**src/rtl/prd_walk_pkg.sv**
```systemverilog
package prd_walk_pkg;
  localparam int unsigned PTR_W   = 32;
  localparam int unsigned WORD_W  = 32;
  localparam int unsigned DESC_WORDS = 4;
  localparam int unsigned MODE_W  = 4;
  localparam int unsigned ALIGN_BITS = 3;

  // flag byte bit positions, decoded downstream
  localparam int unsigned FLG_ORDER = 4;
  localparam int unsigned FLG_WRITE = 5;
  localparam int unsigned FLG_LAST  = 7;

  typedef enum logic [1:0] {
    WERR_NONE  = 2'd0,
    WERR_ALIGN = 2'd1,
    WERR_LIMIT = 2'd2
  } werr_e;

  typedef enum logic [1:0] {
    WS_IDLE,
    WS_FETCH,
    WS_ISSUE,
    WS_STEP
  } wstate_e;

  typedef struct packed {
    logic [PTR_W-1:0]  buf_addr;
    logic [WORD_W-1:0] units;
    logic              write;
    logic              order;
    logic              last;
    logic [MODE_W-1:0] mode;
    logic [PTR_W-1:0]  next;
  } prd_dec_t;
endpackage

```
**src/rtl/prd_fetch.sv**
```systemverilog
module prd_fetch
  import prd_walk_pkg::*;
#(
  parameter int unsigned WORDS = DESC_WORDS
) (
  input  logic                         clk_i,
  input  logic                         rst_ni,
  input  logic                         go_i,
  input  logic [PTR_W-1:0]             base_i,
  output logic                         mrd_valid_o,
  input  logic                         mrd_ready_i,
  output logic [PTR_W-1:0]             mrd_addr_o,
  input  logic                         mrd_rvalid_i,
  input  logic [WORD_W-1:0]            mrd_rdata_i,
  output logic [WORDS-1:0][WORD_W-1:0] words_o,
  output logic                         words_valid_o
);
  localparam int unsigned IDX_W = (WORDS > 1) ? $clog2(WORDS) : 1;
  localparam logic [IDX_W-1:0] IDX_LAST = IDX_W'(WORDS - 1);

  logic             active_q, pend_q;
  logic [IDX_W-1:0] idx_q;
  logic [PTR_W-1:0] base_q;

  always_ff @(posedge clk_i or negedge rst_ni) begin
    if (!rst_ni) begin
      active_q      <= 1'b0;
      pend_q        <= 1'b0;
      idx_q         <= '0;
      base_q        <= '0;
      words_o       <= '0;
      words_valid_o <= 1'b0;
    end else begin
      words_valid_o <= 1'b0;
      if (go_i) begin
        active_q <= 1'b1;
        pend_q   <= 1'b0;
        idx_q    <= '0;
        base_q   <= base_i;
      end else if (active_q) begin
        if (!pend_q && mrd_ready_i) begin
          pend_q <= 1'b1;
        end else if (pend_q && mrd_rvalid_i) begin
          words_o[idx_q] <= mrd_rdata_i;
          pend_q         <= 1'b0;
          if (idx_q == IDX_LAST) begin
            active_q      <= 1'b0;
            words_valid_o <= 1'b1;
          end else begin
            idx_q <= idx_q + 1'b1;
          end
        end
      end
    end
  end

  assign mrd_valid_o = active_q && !pend_q;
  assign mrd_addr_o  = base_q + (PTR_W'(idx_q) << 2);

  assert_read_aligned_R1: assert property (@(posedge clk_i) disable iff (!rst_ni)
    mrd_valid_o |-> (mrd_addr_o[1:0] == 2'b00));

  assert_rvalid_expected_R1: assert property (@(posedge clk_i) disable iff (!rst_ni)
    mrd_rvalid_i |-> pend_q);
endmodule

```
**src/rtl/prd_decode.sv**
```systemverilog
module prd_decode
  import prd_walk_pkg::*;
(
  input  logic [DESC_WORDS-1:0][WORD_W-1:0] words_i,
  output prd_dec_t                          dec_o
);
  logic [7:0] flags, mode_byte;
  logic       unused_bits;

  assign flags     = words_i[2][7:0];
  assign mode_byte = words_i[2][15:8];

  always_comb begin
    dec_o.buf_addr = words_i[0];
    dec_o.units    = words_i[1];
    dec_o.order    = flags[FLG_ORDER];
    dec_o.write    = flags[FLG_WRITE];
    dec_o.last     = flags[FLG_LAST];
    dec_o.mode     = mode_byte[MODE_W-1:0];
    dec_o.next     = words_i[3];
  end

  assign unused_bits = ^{words_i[2][31:16], mode_byte[7:MODE_W], flags[6], flags[3:0]};
endmodule

```
**src/rtl/prd_hop_limit.sv**
```systemverilog
module prd_hop_limit #(
  parameter int unsigned MAX_ENTRIES = 256
) (
  input  logic clk_i,
  input  logic rst_ni,
  input  logic clear_i,
  input  logic inc_i,
  output logic at_limit_o
);
  localparam int unsigned CNT_W = $clog2(MAX_ENTRIES + 1);
  localparam logic [CNT_W-1:0] LIMIT = CNT_W'(MAX_ENTRIES);

  logic [CNT_W-1:0] cnt_q;

  always_ff @(posedge clk_i or negedge rst_ni) begin
    if (!rst_ni)       cnt_q <= '0;
    else if (clear_i)  cnt_q <= '0;
    else if (inc_i)    cnt_q <= cnt_q + 1'b1;
  end

  assign at_limit_o = (cnt_q == LIMIT);

  assert_hop_bound_R8: assert property (@(posedge clk_i) disable iff (!rst_ni)
    cnt_q <= LIMIT);
endmodule

```
**src/rtl/prd_chain_walker.sv**
```systemverilog
module prd_chain_walker
  import prd_walk_pkg::*;
#(
  parameter int unsigned MAX_ENTRIES = 256
) (
  input  logic              clk_i,
  input  logic              rst_ni,
  input  logic              start_i,
  input  logic [31:0]       start_ptr_i,
  output logic              busy_o,
  output logic              done_o,
  output logic [1:0]        err_o,
  output logic              mrd_valid_o,
  input  logic              mrd_ready_i,
  output logic [31:0]       mrd_addr_o,
  input  logic              mrd_rvalid_i,
  input  logic [31:0]       mrd_rdata_i,
  output logic              brq_valid_o,
  input  logic              brq_ready_i,
  output logic [31:0]       brq_addr_o,
  output logic [31:0]       brq_units_o,
  output logic              brq_write_o,
  output logic              brq_order_o,
  output logic [3:0]        brq_mode_o
);
  wstate_e state_q;
  werr_e   err_q;
  logic    done_q;

  logic [DESC_WORDS-1:0][WORD_W-1:0] words;
  logic             words_valid;
  prd_dec_t         dec;
  logic             fetch_go;
  logic [PTR_W-1:0] fetch_base;
  logic             at_limit;
  logic             start_ok, next_ok;

  assign start_ok = (start_ptr_i[ALIGN_BITS-1:0] == '0);
  assign next_ok  = (dec.next[ALIGN_BITS-1:0] == '0);

  always_comb begin
    fetch_go   = 1'b0;
    fetch_base = start_ptr_i;
    if (state_q == WS_IDLE) begin
      fetch_go = start_i && start_ok;
    end else if (state_q == WS_STEP) begin
      fetch_go   = !dec.last && next_ok && !at_limit;
      fetch_base = dec.next;
    end
  end

  prd_fetch u_fetch (
    .clk_i         (clk_i),
    .rst_ni        (rst_ni),
    .go_i          (fetch_go),
    .base_i        (fetch_base),
    .mrd_valid_o   (mrd_valid_o),
    .mrd_ready_i   (mrd_ready_i),
    .mrd_addr_o    (mrd_addr_o),
    .mrd_rvalid_i  (mrd_rvalid_i),
    .mrd_rdata_i   (mrd_rdata_i),
    .words_o       (words),
    .words_valid_o (words_valid)
  );

  prd_decode u_decode (
    .words_i (words),
    .dec_o   (dec)
  );

  prd_hop_limit #(.MAX_ENTRIES(MAX_ENTRIES)) u_hops (
    .clk_i      (clk_i),
    .rst_ni     (rst_ni),
    .clear_i    (state_q == WS_IDLE),
    .inc_i      (words_valid),
    .at_limit_o (at_limit)
  );

  always_ff @(posedge clk_i or negedge rst_ni) begin
    if (!rst_ni) begin
      state_q <= WS_IDLE;
      err_q   <= WERR_NONE;
      done_q  <= 1'b0;
    end else begin
      done_q <= 1'b0;
      unique case (state_q)
        WS_IDLE: if (start_i) begin
          if (start_ok) begin
            state_q <= WS_FETCH;
            err_q   <= WERR_NONE;
          end else begin
            done_q <= 1'b1;
            err_q  <= WERR_ALIGN;
          end
        end
        WS_FETCH: if (words_valid) begin
          state_q <= (dec.units == '0) ? WS_STEP : WS_ISSUE;
        end
        WS_ISSUE: if (brq_ready_i) state_q <= WS_STEP;
        WS_STEP: begin
          if (dec.last) begin
            state_q <= WS_IDLE;
            done_q  <= 1'b1;
          end else if (!next_ok) begin
            state_q <= WS_IDLE;
            done_q  <= 1'b1;
            err_q   <= WERR_ALIGN;
          end else if (at_limit) begin
            state_q <= WS_IDLE;
            done_q  <= 1'b1;
            err_q   <= WERR_LIMIT;
          end else begin
            state_q <= WS_FETCH;
          end
        end
        default: state_q <= WS_IDLE;
      endcase
    end
  end

  assign busy_o      = (state_q != WS_IDLE);
  assign done_o      = done_q;
  assign err_o       = err_q;
  assign brq_valid_o = (state_q == WS_ISSUE);
  assign brq_addr_o  = dec.buf_addr;
  assign brq_units_o = dec.units;
  assign brq_write_o = dec.write;
  assign brq_order_o = dec.order;
  assign brq_mode_o  = dec.mode;

  assert_burst_hold_R9: assert property (@(posedge clk_i) disable iff (!rst_ni)
    (brq_valid_o && !brq_ready_i) |=>
      (brq_valid_o && $stable(brq_addr_o) && $stable(brq_units_o) &&
       $stable(brq_write_o) && $stable(brq_order_o) && $stable(brq_mode_o)));

  assert_no_empty_burst_R5: assert property (@(posedge clk_i) disable iff (!rst_ni)
    brq_valid_o |-> (brq_units_o != '0));

  assert_burst_excl_read_R1: assert property (@(posedge clk_i) disable iff (!rst_ni)
    brq_valid_o |-> !mrd_valid_o);

  assert_done_idle_R12: assert property (@(posedge clk_i) disable iff (!rst_ni)
    done_o |-> (!busy_o && !brq_valid_o && !mrd_valid_o));

  assert_done_pulse_R12: assert property (@(posedge clk_i) disable iff (!rst_ni)
    done_o |=> !done_o);
endmodule

```
**config.mk**
```make
export PLATFORM = sky130hd
export DESIGN_NAME = prd_chain_walker
export DESIGN_NICKNAME = d
export VERILOG_FILES = /design/src/rtl/prd_walk_pkg.sv /design/src/rtl/prd_fetch.sv /design/src/rtl/prd_decode.sv /design/src/rtl/prd_hop_limit.sv /design/src/rtl/prd_chain_walker.sv
export SDC_FILE = /design/constraint.sdc
export NUM_CORES = 1
export LEC_CHECK = 0
export BUFFER_PORTS_ARGS = -buffer_cell sky130_fd_sc_hd__buf_2
export CORE_MARGIN = 1
export CORE_UTILIZATION = 62
export CTS_BUF_LIST = sky130_fd_sc_hd__clkbuf_2 sky130_fd_sc_hd__clkbuf_4 sky130_fd_sc_hd__clkbuf_8
export DETAILED_ROUTE_END_ITERATION = 8
export PLACE_DENSITY = 0.88
export SETUP_SLACK_MARGIN = 0.02
export SLEW_MARGIN = 40
export SYNTH_ARGS = -nofsm -noshare
export SYNTH_HDL_FRONTEND = slang
export SYNTH_HIERARCHICAL = 1
export SYNTH_SLANG_ARGS = --single-unit
```
**constraint.sdc**
```tcl
create_clock -name clk_i -period 4.25 [get_ports clk_i]
set_clock_uncertainty 0.15 [all_clocks]
set_input_delay 1.0625 -clock clk_i [delete_from_list [all_inputs] [get_ports clk_i]]
set_output_delay 1.0625 -clock clk_i [all_outputs]
set_load 0.03 [all_outputs]
```
Word level (Yosys, flattened, before mapping)
Cells that the tools add are included.
Word-level totals
  flip-flop bits (word level): 179
  bits in latches: 0
  bits in writable memories: 0
  ROM bits: 0
  input bits: 70
  output and inout bits: 108
  memories: 0
Cells by class
  $add $sub $neg: 3
  multiply operators: 0
  div/mod/pow operators: 0
  magnitude comparators: 2
  equal/unequal tests: 13
  shift-type cells: 0
  mux-type cells: 49
  bitwise logic cells: 2
  reductions and logical operators: 25
Operator list (number)
  128-bit bitwise mux: 1
  32-bit two-way mux: 3
  32-bit demux with 2-bit select: 1
  32-bit by 4-bit adder with 32-bit output: 1
  32-bit zero test: 1
  1-bit two-way mux: 26
  2-bit two-way mux: 13
  9-bit two-way mux: 2
  4-bit AND reduction: 4
  2-bit != test (second input constant): 5
  2-bit nonzero test: 5
  9-bit by 1-bit adder with 9-bit output (second input constant): 1
  9-bit equality test (second input constant): 1
  2-bit one-hot mux with 4 select lines: 1
  1-bit logical AND: 7
  2-bit equality test (second input constant): 3
  3-bit zero test: 2
  2-bit by 1-bit != test with 1-bit output (second input constant): 2
  2-bit one-hot mux with 2 select lines: 1
  1-bit zero test: 3
  2-bit by 3-bit < comparator with 1-bit output (second input constant): 1
  3-bit != test (second input constant): 1
  3-bit nonzero test: 1
  2-bit by 1-bit adder with 2-bit output (second input constant): 1
  other kinds (6): 7

Logic depth before layout (Yosys ltp)
Gate-level depths: netlist of run 1.
  depth in word-level cells: 7
  mapped depth: 11
  depth with buffers taken out: 10

Modules after synthesis
Netlist of run 1, hierarchy kept.
By module, submodules not included
  prd_fetch: instances 1, cells each 461, area an instance 6877.8 µm², seq. area each 4129.0 µm²
  prd_chain_walker: instances 1, cells each 91, area an instance 864.6 µm², seq. area each 125.1 µm²
  prd_decode: instances 1, cells each 103, area an instance 773.2 µm², seq. area each 0.0 µm²
  prd_hop_limit: instances 1, cells each 49, area an instance 481.7 µm², seq. area each 225.2 µm²

Worst setup path before layout of run 1
OpenSTA, ideal clock, no wires.
  path kind: reg2out
  start: reg u_fetch.idx_q[0]
  end: out mrd_addr_o[30]
  data arrival time: 2145 ps
  data required time: 3038 ps
  path slack: 893 ps
  stages on the path, launching flop included: 7
  cells stage by stage: dfrtp_1 -> ha_1 -> fa_1 -> nand4_2 -> nor3_1 -> nor4b_2 -> xor2_1
Between the ends
  word-level cells in the longest chain between the ends: 1
RTL lines
  from (decl): line prd_fetch.sv:22  | logic [IDX_W-1:0] idx_q;
  from (signal assigned): line prd_fetch.sv:50  | idx_q <= idx_q + 1'b1;
  32-bit by 4-bit adder with 32-bit output: line prd_fetch.sv:58  | assign mrd_addr_o = base_q + (PTR_W'(idx_q) << 2);
  to (decl): line prd_chain_walker.sv:15  | output logic [31:0] mrd_addr_o,
No other way between the ends.

Worst setup path after layout of run 1
Ends and elaborated chain as after synthesis.

==> qor.yml, run 1 <==
finish:
  nNetsFinal: 809
  num_antenna_cells: 0
  area_growth_pct: 8.541
  drive_gt1_frac: 0.5027
  stdcell_count: 910
power_and_ir_drop:
  comb_power_share: 0.478
  leakagePower_nw: 4.211
  p_clk_frac: 0.154
  peakVddDrop_mv: 0.5400
  p_int_w: 0.004051
  power_switching_w: 0.003189
  switching_share: 0.4405
  powerDensity_nw_per_um2: 825.0
  seqPwrFrac: 0.368
sta:
  fin_setup_tns_ps: 0
  rsz0062_at_grt: "no"
  hold_viol: 0
  slew_viol_final: 0
  finalSetupViolations: 0
  fin_crit_ps: 4020
  timing.slew.headroom: 0.5434
  layout_setup_ws_ps: 229.7
  finalCritPeriodShare: 0.9459
  fmax_mhz: 248.7
  worstMarginPinSlew_ps: 684.8
setup_path:
  cp.arrival_ps: 2810
  start_kind: "register"
  crit_type: "register to output port"
  worstPathRequired_ps: 3040
  critical_path.max_fanout: 7
  end_kind: "output port"
grt:
  grt_pass1_wl_mm: 27.32
  grt_usage: 0.2755
  grt_use_met2: 0.4659
  antenna_found_initial: 0
  grt_max_degree: 112
  busiest_layer: "met2"
  grt.met1_usage: 0.3473
  grt-ovfl-total: 0
  met3_usage: 0.06383
  grt_pass1_vias: 5194
clock_network:
  numCtsBuffers: 17
  root_buffer: "clkbuf_8"
  clockBufferDepth: 2
  post-cts-setup-buffers: 0
  cts.sinks: 154
  clk_pin_slew_ps: 80
  clk_latency_ps: 450
  hold_buffers: 0
  tritoncts: "done"
  cts_htree_levels: 4
drt:
  drc_errors: 0
  dr.pass1.iters: 7
  ant_nets: 0
  vias: 5103
  wirelength_mm: 17.62
  wl_per_cell_um: 19.36
  viasPerCell: 5.608
  drt_iter0_markers: 333
floorplan:
  start_util: 0.6382
  core-area_sq_um: 12670
  num_rows: 41
  die_area_sq_um: 13500
  die_height_um: 116.2
  dieWidth_um: 116.2
  ios: 178
place:
  portBuffers: 177
  gp_congestion: 0.8973
  post-place-ws_ps: 551.6
  dp.cells: 878
  dp_hpwl_mm: 12.92
logic_synthesis:
  syn_area_per_cell_sq_um: 12.38
  syn_nets: 736
  synth_cells: 653
  synthesis.area_sq_um: 8087
  ys_warn_count: 6
run_status:
  status: "finished clean"
flow_run:
  cap_violations: 0
min_path:
  min_path_type: "input pin to asynchronous set/reset pin"
==> critical path: stages, from the launching register on <==
cell and delay (ps):
dfrtp_1 450, ha_1 210, fa_1 270, nand4_2 230, nor3_2 400, nor4b_2 350, xor2_1 210, buf_2 220
==> flip-flops by register name, indices dropped and copies added, names as in the netlist <==
register	cells
u_fetch/words_valid_o	1
u_fetch/words_o	103
u_fetch/idx_q	2
u_fetch/base_q	32
u_fetch/pend_q	1
state_q	2
err_o	2
done_o	1
u_fetch/active_q	1
u_hops/cnt_q	9
==> what timing repair did <==
| action | CTS | global route |
|---|---|---|
| hold endpoints to repair | 0 | 0 |
| gates resized for setup | 0 | 1 |
| setup endpoints to repair | 0 | 2 |
==> power by group through the flow <==
stage	combinational, W	clock [W]	sequential, W
finish	0.00346	0.00112	0.00266
detailed placement	0.00344	0	0.00267
global route	0.00369	0.00119	0.00274
global placement	0.00331	0	0.00262
CTS	0.00346	0.00113	0.00265
floorplan	0.00324	0	0.00248
==> stage by stage <==
step / hold WS (ps) / area [sq um] / power, W / util
after floorplan: 330.6 / 8087 / 0.005726 / -
after global placement: 332.3 / 8312 / 0.005926 / 0.6560
after detailed placement: 337.5 / 8343 / 0.006113 / 0.6584
after CTS: 356.5 / 8742 / 0.007245 / 0.6899
after global routing: 330.4 / 8777 / 0.007623 / 0.6927
final: 329.2 / 8777 / 0.007241 / 0.6927
==> final cells by class <==
class,instances,area [sq um]
sequential,154,3854
timing repair buffer,185,1008
clock inverter,12,150.1
fill,891,3894
tap,172,215.2
multi-input combinational,353,3244
inverter,15,56.30
clock buffer,19,249.0
==> path summary, 6_finish.rpt <==
path,from,endpoint,slack (ps),cells past startpoint
setup / recovery,u_fetch/idx_q[0]$_DFFE_PN0P_,mrd_addr_o[30],230,7
hold / removal,rst_ni,err_o[1]$_DFFE_PN0P_,330,1
setup reg to reg,u_hops/cnt_q[3]$_DFFE_PN0P_,u_fetch/words_o[69]$_DFFE_PN0P_,1250,8
hold reg to reg,u_fetch/words_o[29]$_DFFE_PN0P_,u_fetch/words_o[29]$_DFFE_PN0P_,350,1
max in group asynchronous,rst_ni,u_fetch/words_o[25]$_DFFE_PN0P_,2700,3
min in group clk_i,u_fetch/words_o[29]$_DFFE_PN0P_,u_fetch/words_o[29]$_DFFE_PN0P_,350,1
==> placed cells by master (no fill, tap or decap), types with 13 or more instances in the layout <==
cell type / n
buf_2: 176
clkbuf_8: 17
dfrtp_1: 154
inv_1: 15
mux2_1: 31
mux2_2: 134
nand2_1: 28
nor2_1: 13
xnor2_1: 14
xor2_1: 19
==> routing by layer <==
layer	vias up	wire length (um)
met5	-	0
met4	0	387
met3	33	934
met2	190	8962
met1	2561	7335
li1	2319	-
Power figures use the tool's default switching activity.
==> inputs of run 2 (changes only) <==
==> constraint.sdc (replaced) <==
create_clock -name clk_i -period 4.25 [get_ports clk_i]
set_clock_uncertainty 0.15 [all_clocks]
set_input_delay 0.2125 -clock clk_i [delete_from_list [all_inputs] [get_ports clk_i]]
set_output_delay 0.2125 -clock clk_i [all_outputs]
set_load 0.03 [all_outputs]
==> run 2 against run 1 <==
Against the previous run: combinational power up 2%; non-clock buffer count is 68 higher; worst setup slack improved by 610 ps; core utilization grew 4.8 points; first-iteration DRC count grew 24%; worst hold slack worse by 250 ps; cell count grew 7.7%; sequential power is essentially flat; design area rose by 6.9%; wire length is 9.6% higher; clock power down 9%; fmax increased by 18%; largest power group unchanged.
==> qor.yml, run 2 (synthesized netlist as in run 1, its figures left out) <==
run_status:
  status: "finished clean"
sta:
  fmax_mhz: 293.7
  finalSetupViolations: 0
  finalCritPeriodShare: 0.8013
  slew_viol_final: 0
  hold_viol: 0
  timing.slew.headroom: 0.4866
  fin_crit_ps: 3405
  rsz0062_at_grt: "no"
  worstMarginPinSlew_ps: 767.8
  fin_setup_tns_ps: 0
floorplan:
  die_area_sq_um: 13500
  start_util: 0.6382
  dieWidth_um: 116.2
  core-area_sq_um: 12670
  ios: 178
  die_height_um: 116.2
  num_rows: 41
finish:
  largest_reg_flops: 103
  multiInputGateArea_sq_um: 3239
  nNetsFinal: 877
  fillers: 816
  top_regs: "u_fetch/words_o x103, u_fetch/base_q x32, u_hops/cnt_q x9"
  drive_gt1_frac: 0.4585
  area_growth_pct: 16.05
  top_register: "u_fetch/words_o"
  ff_latch_area_sq_um: 3854
  layout_commonest_cell: "buf_2"
  stdcell_count: 980
  final_cell_mix: "buf_2, dfrtp_1, mux2_2"
setup_path:
  cp.arrival_ps: 3040
  ff2ff_path_depth: 9
  end_kind: "output port"
  regToRegSetupSlack_ps: 1320
  startpoint: "u_fetch/idx_q[1]$_DFFE_PN0P_"
  critical_path.max_fanout: 13
  r2r_end: "u_fetch/words_o[116]$_DFFE_PN0P_"
  crit_type: "register to output port"
  start_kind: "register"
  worstPathRequired_ps: 3890
  r2r_start: "u_hops/cnt_q[4]$_DFFE_PN0P_"
drt:
  ant_nets: 0
  drt_iter0_markers: 414
  viasPerCell: 5.592
  top_layer: "met4"
  drc_errors: 0
  wl_met3_mm: 1.208
  wl_met2_mm: 10.04
  dr.pass1.iters: 4
  wl_met1_mm: 7.452
  wirelength_mm: 19.31
  wl_per_cell_um: 19.70
  vias: 5480
grt:
  grt_pass1_vias: 5693
  antenna_found_initial: 0
  grt_pass1_wl_mm: 30.34
  grt-ovfl-total: 0
  grt_usage: 0.3048
  grt_max_degree: 69
clock_network:
  tritoncts: "done"
  cts_resized: 0
  cts.sinks: 154
  post-cts-setup-buffers: 0
  numCtsBuffers: 17
  root_buffer: "clkbuf_8"
  clk_pin_slew_ps: 80
  clockBufferDepth: 2
  cts_htree_levels: 4
  clk_latency_ps: 460
place:
  dp.cells: 878
  portBuffers: 177
  gp_congestion: 0.8701
  dp_hpwl_mm: 12.85
power_and_ir_drop:
  peakVddDrop_mv: 0.5049
  powerDensity_nw_per_um2: 770.8
  leakagePower_nw: 4.463
min_path:
  min_path_type: "input pin to register"
  worstHoldStart: "brq_ready_i"
  min_path_cells: 4
  holdPathEnd: "state_q[0]$_DFFE_PN0P_"
flow_run:
  cap_violations: 0
## run 2: through the flow
step / power, W / hold slack [ps] / setup slack (ps) / cell area [sq um] / util
floorplan: 0.005726 / -233.1 / 1536 / 8087 / -
global placement: 0.005916 / 96.53 / 1364 / 8299 / 0.6550
detailed placement: 0.006106 / 96.85 / 1356 / 8327 / 0.6572
CTS: 0.007184 / 66.13 / 872.0 / 9379 / 0.7402
global route: 0.007603 / 88.60 / 692.9 / 9382 / 0.7404
finish: 0.007233 / 83.94 / 844.7 / 9384 / 0.7406
## run 2: power breakdown
group          switching (W)  internal [W]  leakage [nW]
combinational        0.00216       0.00138          2.37
sequential          0.000552       0.00212          1.91
clock               0.000567      0.000454         0.180
## run 2: what timing repair did
action | 4_1_cts | 5_1_grt
hold buffers | 69 | 0
setup endpoints to repair | 0 | 0
hold endpoints to repair | 204 | 0
## run 2: critical path: stages, from the launching register on
cell     delay [ps]
dfrtp_1         460
ha_1            320
a21o_1          140
nand4_1         620
nor4_1          610
xor2_1          220
buf_2           230
## run 2: layout make-up
class,instances,share of cell area
sequential,154,0.4107
multi-input combinational,353,0.3452
timing repair buffer,253,0.1764
clock buffer,21,0.02947
tap,172,0.02293
clock inverter,11,0.009067
inverter,15,0.006000
antenna,1,0.0002667
## run 2: worst max-delay path by stage
| stage | endpoint | cells past startpoint |
|---|---|---|
| 2_1_floorplan | u_fetch/words_o[118]$_DFFE_PN0P_ | 9 |
| 3_3_place_gp | u_fetch/words_o[117]$_DFFE_PN0P_ | 9 |
| 3_5_place_dp | u_fetch/words_o[101]$_DFFE_PN0P_ | 9 |
| 4_1_cts | mrd_addr_o[21] | 6 |
| 5_1_grt | mrd_addr_o[21] | 6 |
| 6_report | mrd_addr_o[21] | 6 |
## run 2: routing by layer
| layer | track usage | vias up |
|---|---|---|
| li1 | - | 2458 |
| met1 | 0.3679 | 2760 |
| met2 | 0.5222 | 210 |
| met3 | 0.07940 | 52 |
| met4 | 0.1231 | 0 |
| met5 | 0 | - |
==> inputs of run 3 (changes only) <==
--- a/config.mk
+++ b/config.mk
@@ -5,12 +5,13 @@
 export SDC_FILE = /design/constraint.sdc
 export NUM_CORES = 1
 export LEC_CHECK = 0
+export ABC_AREA = 1
 export BUFFER_PORTS_ARGS = -buffer_cell sky130_fd_sc_hd__buf_2
 export CORE_MARGIN = 1
-export CORE_UTILIZATION = 62
+export CORE_UTILIZATION = 53
 export CTS_BUF_LIST = sky130_fd_sc_hd__clkbuf_2 sky130_fd_sc_hd__clkbuf_4 sky130_fd_sc_hd__clkbuf_8
 export DETAILED_ROUTE_END_ITERATION = 8
-export PLACE_DENSITY = 0.88
+export PLACE_DENSITY = 0.8
 export SETUP_SLACK_MARGIN = 0.02
 export SLEW_MARGIN = 40
 export SYNTH_ARGS = -nofsm -noshare
==> constraint.sdc (replaced) <==
create_clock -name clk_i -period 3.03 [get_ports clk_i]
set_clock_uncertainty 0.15 [all_clocks]
set_input_delay 0.1515 -clock clk_i [delete_from_list [all_inputs] [get_ports clk_i]]
set_output_delay 0.1515 -clock clk_i [all_outputs]
set_load 0.03 [all_outputs]
==> run 3 against run 2 <==
Against the previous run: clock power up 56%; combinational power grew 41%; clock-buffer cell count is the same; worst hold slack got worse by 19 ps; die area up 25%; critical path type unchanged; highest routed layer unchanged.
==> qor.yml, run 3 <==
run_status:
  status: "finished clean"
sta:
  rsz0062_at_grt: "no"
  fin_setup_tns_ps: 0
  worstMarginPinSlew_ps: 727.6
  fmax_mhz: 353.6
  slew_viol_final: 0
  finalCritPeriodShare: 0.9335
  timing.slew.headroom: 0.5149
  fin_crit_ps: 2828
  finalSetupViolations: 0
  layout_setup_ws_ps: 201.5
  hold_viol: 0
finish:
  final_cell_mix: "nand2_1, buf_2, dfrtp_1"
  nNetsFinal: 1308
  num_antenna_cells: 0
  final_cell_area_sq_um: 10020
  top_regs: "u_fetch/words_o x103, u_fetch/base_q x32, u_hops/cnt_q x9"
  top_register: "u_fetch/words_o"
  area_growth_pct: 15.63
  stdcell_count: 1454
  fillers: 1389
  drive_gt1_frac: 0.2173
  layout_commonest_cell: "nand2_1"
  largest_reg_flops: 103
drt:
  ant_nets: 0
  drt_iter0_markers: 611
  dr.pass1.iters: 5
  wl_per_cell_um: 15.72
  drc_errors: 0
  vias: 7348
  viasPerCell: 5.054
  wirelength_mm: 22.85
floorplan:
  die_height_um: 129.9
  num_rows: 46
  dieWidth_um: 129.9
  start_util: 0.5437
  ios: 178
  core-area_sq_um: 15940
  die_area_sq_um: 16870
place:
  post-place-ws_ps: 326.8
  gp_congestion: 0.9268
  dp.cells: 1354
  dp_hpwl_mm: 15.80
  placed_area_sq_um: 8934
  portBuffers: 177
grt:
  grt_max_degree: 78
  antenna_found_initial: 0
  grt_pass1_wl_mm: 36.03
  grt-ovfl-total: 0
  grt_usage: 0.2819
  grt_pass1_vias: 6970
setup_path:
  cp.buffers_inverters: 1
  slowest_delay_ps: 480
  r2r_start: "u_hops/cnt_q[0]$_DFFE_PN0P_"
  start_kind: "register"
  cp_top_family: "adder cells"
  cpMaxStageDelayCell: "dfrtp_1"
  crit_cells: 7
  regToRegSetupSlack_ps: 270
  crit_path_end: "mrd_addr_o[16]"
  ff2ff_path_depth: 13
  critical_path.max_fanout: 6
  r2r_end: "u_fetch/words_o[69]$_DFFE_PN0P_"
  crit_chain: "ha_1 > fa_1 > nand3_2 > nor2_2 > nand3_1 > xor2_1 > buf_2"
  cp.arrival_ps: 2530
  worstPathRequired_ps: 2730
  crit_type: "register to output port"
  end_kind: "output port"
  startpoint: "u_fetch/idx_q[0]$_DFFE_PN0P_"
clock_network:
  cts.sinks: 154
  post-cts-setup-buffers: 0
  clk_pin_slew_ps: 80
  tritoncts: "done"
  numCtsBuffers: 17
  clk_latency_ps: 460
  clockBufferDepth: 2
  root_buffer: "clkbuf_8"
  cts_htree_levels: 4
logic_synthesis:
  syn_nets: 1182
  synthesis.area_sq_um: 8668
  syn_area_per_cell_sq_um: 7.887
  synth_cells: 1099
  ys_warn_count: 6
power_and_ir_drop:
  peakVddDrop_mv: 0.6845
  powerDensity_nw_per_um2: 1023
  leakagePower_nw: 5.219
  power_w: 0.01026
flow_run:
  cap_violations: 0
min_path:
  min_path_type: "input pin to register"
==> run 3: how the worst min path moves through the flow <==
stage / from / slack [ps] / endpoint / cells past startpoint
after floorplan: rst_ni / -290 / done_o$_DFF_PN0_ / 0
after global placement: rst_ni / 80 / u_hops/cnt_q[3]$_DFFE_PN0P_ / 1
after detailed placement: rst_ni / 90 / u_hops/cnt_q[3]$_DFFE_PN0P_ / 1
after CTS: brq_ready_i / 50 / state_q[0]$_DFFE_PN0P_ / 7
after global routing: brq_ready_i / 120 / state_q[1]$_DFFE_PN0P_ / 7
final: brq_ready_i / 70 / state_q[0]$_DFFE_PN0P_ / 7
==> run 3: tightest hold or removal path: cells and delay by family <==
family | cells | cell delay [ps]
simple gates | 4 | 260
compound gates | 1 | 110
buf+inv | 2 | 130
==> run 3: area by class of cell <==
type / count / area, sq um / area share
well taps: 216 / 270.3 / 0.02696
clock inverters: 11 / 118.9 / 0.01186
flip-flops and latches: 154 / 3854 / 0.3845
repair buffers: 257 / 1675 / 0.1671
multi-input cells: 730 / 3576 / 0.3568
inverters: 65 / 246.5 / 0.02459
clock buffers: 21 / 282.8 / 0.02821
==> run 3: layer usage <==
metal | routed length (um) | GRT usage
met1 | 10410 | 0.3964
met2 | 10590 | 0.4442
met3 | 1478 | 0.05658
met4 | 375 | 0.08003
met5 | 0 | 0
==> run 3: repair_timing <==
action                                  in CTS  in global routing
gates resized for setup                      0                  2
hold buffers                                68                  0
endpoints found under the setup margin       0                  3
endpoints found under the hold margin      214                  0
==> run 3: where the power goes <==
part,switching [W],internal (W),leakage [nW]
Clock,0.000786,0.000802,0.197
Sequential,0.000736,0.00294,1.96
Combinational,0.00344,0.00155,3.06
==> run 3: metrics by stage <==
stage,hold WS [ps],util
finish,65.18,0.6287
global route,119.8,0.6287
CTS,48.09,0.6282
detailed placement,85.78,0.5604
global placement,82.13,0.5604
floorplan,-294.1,-
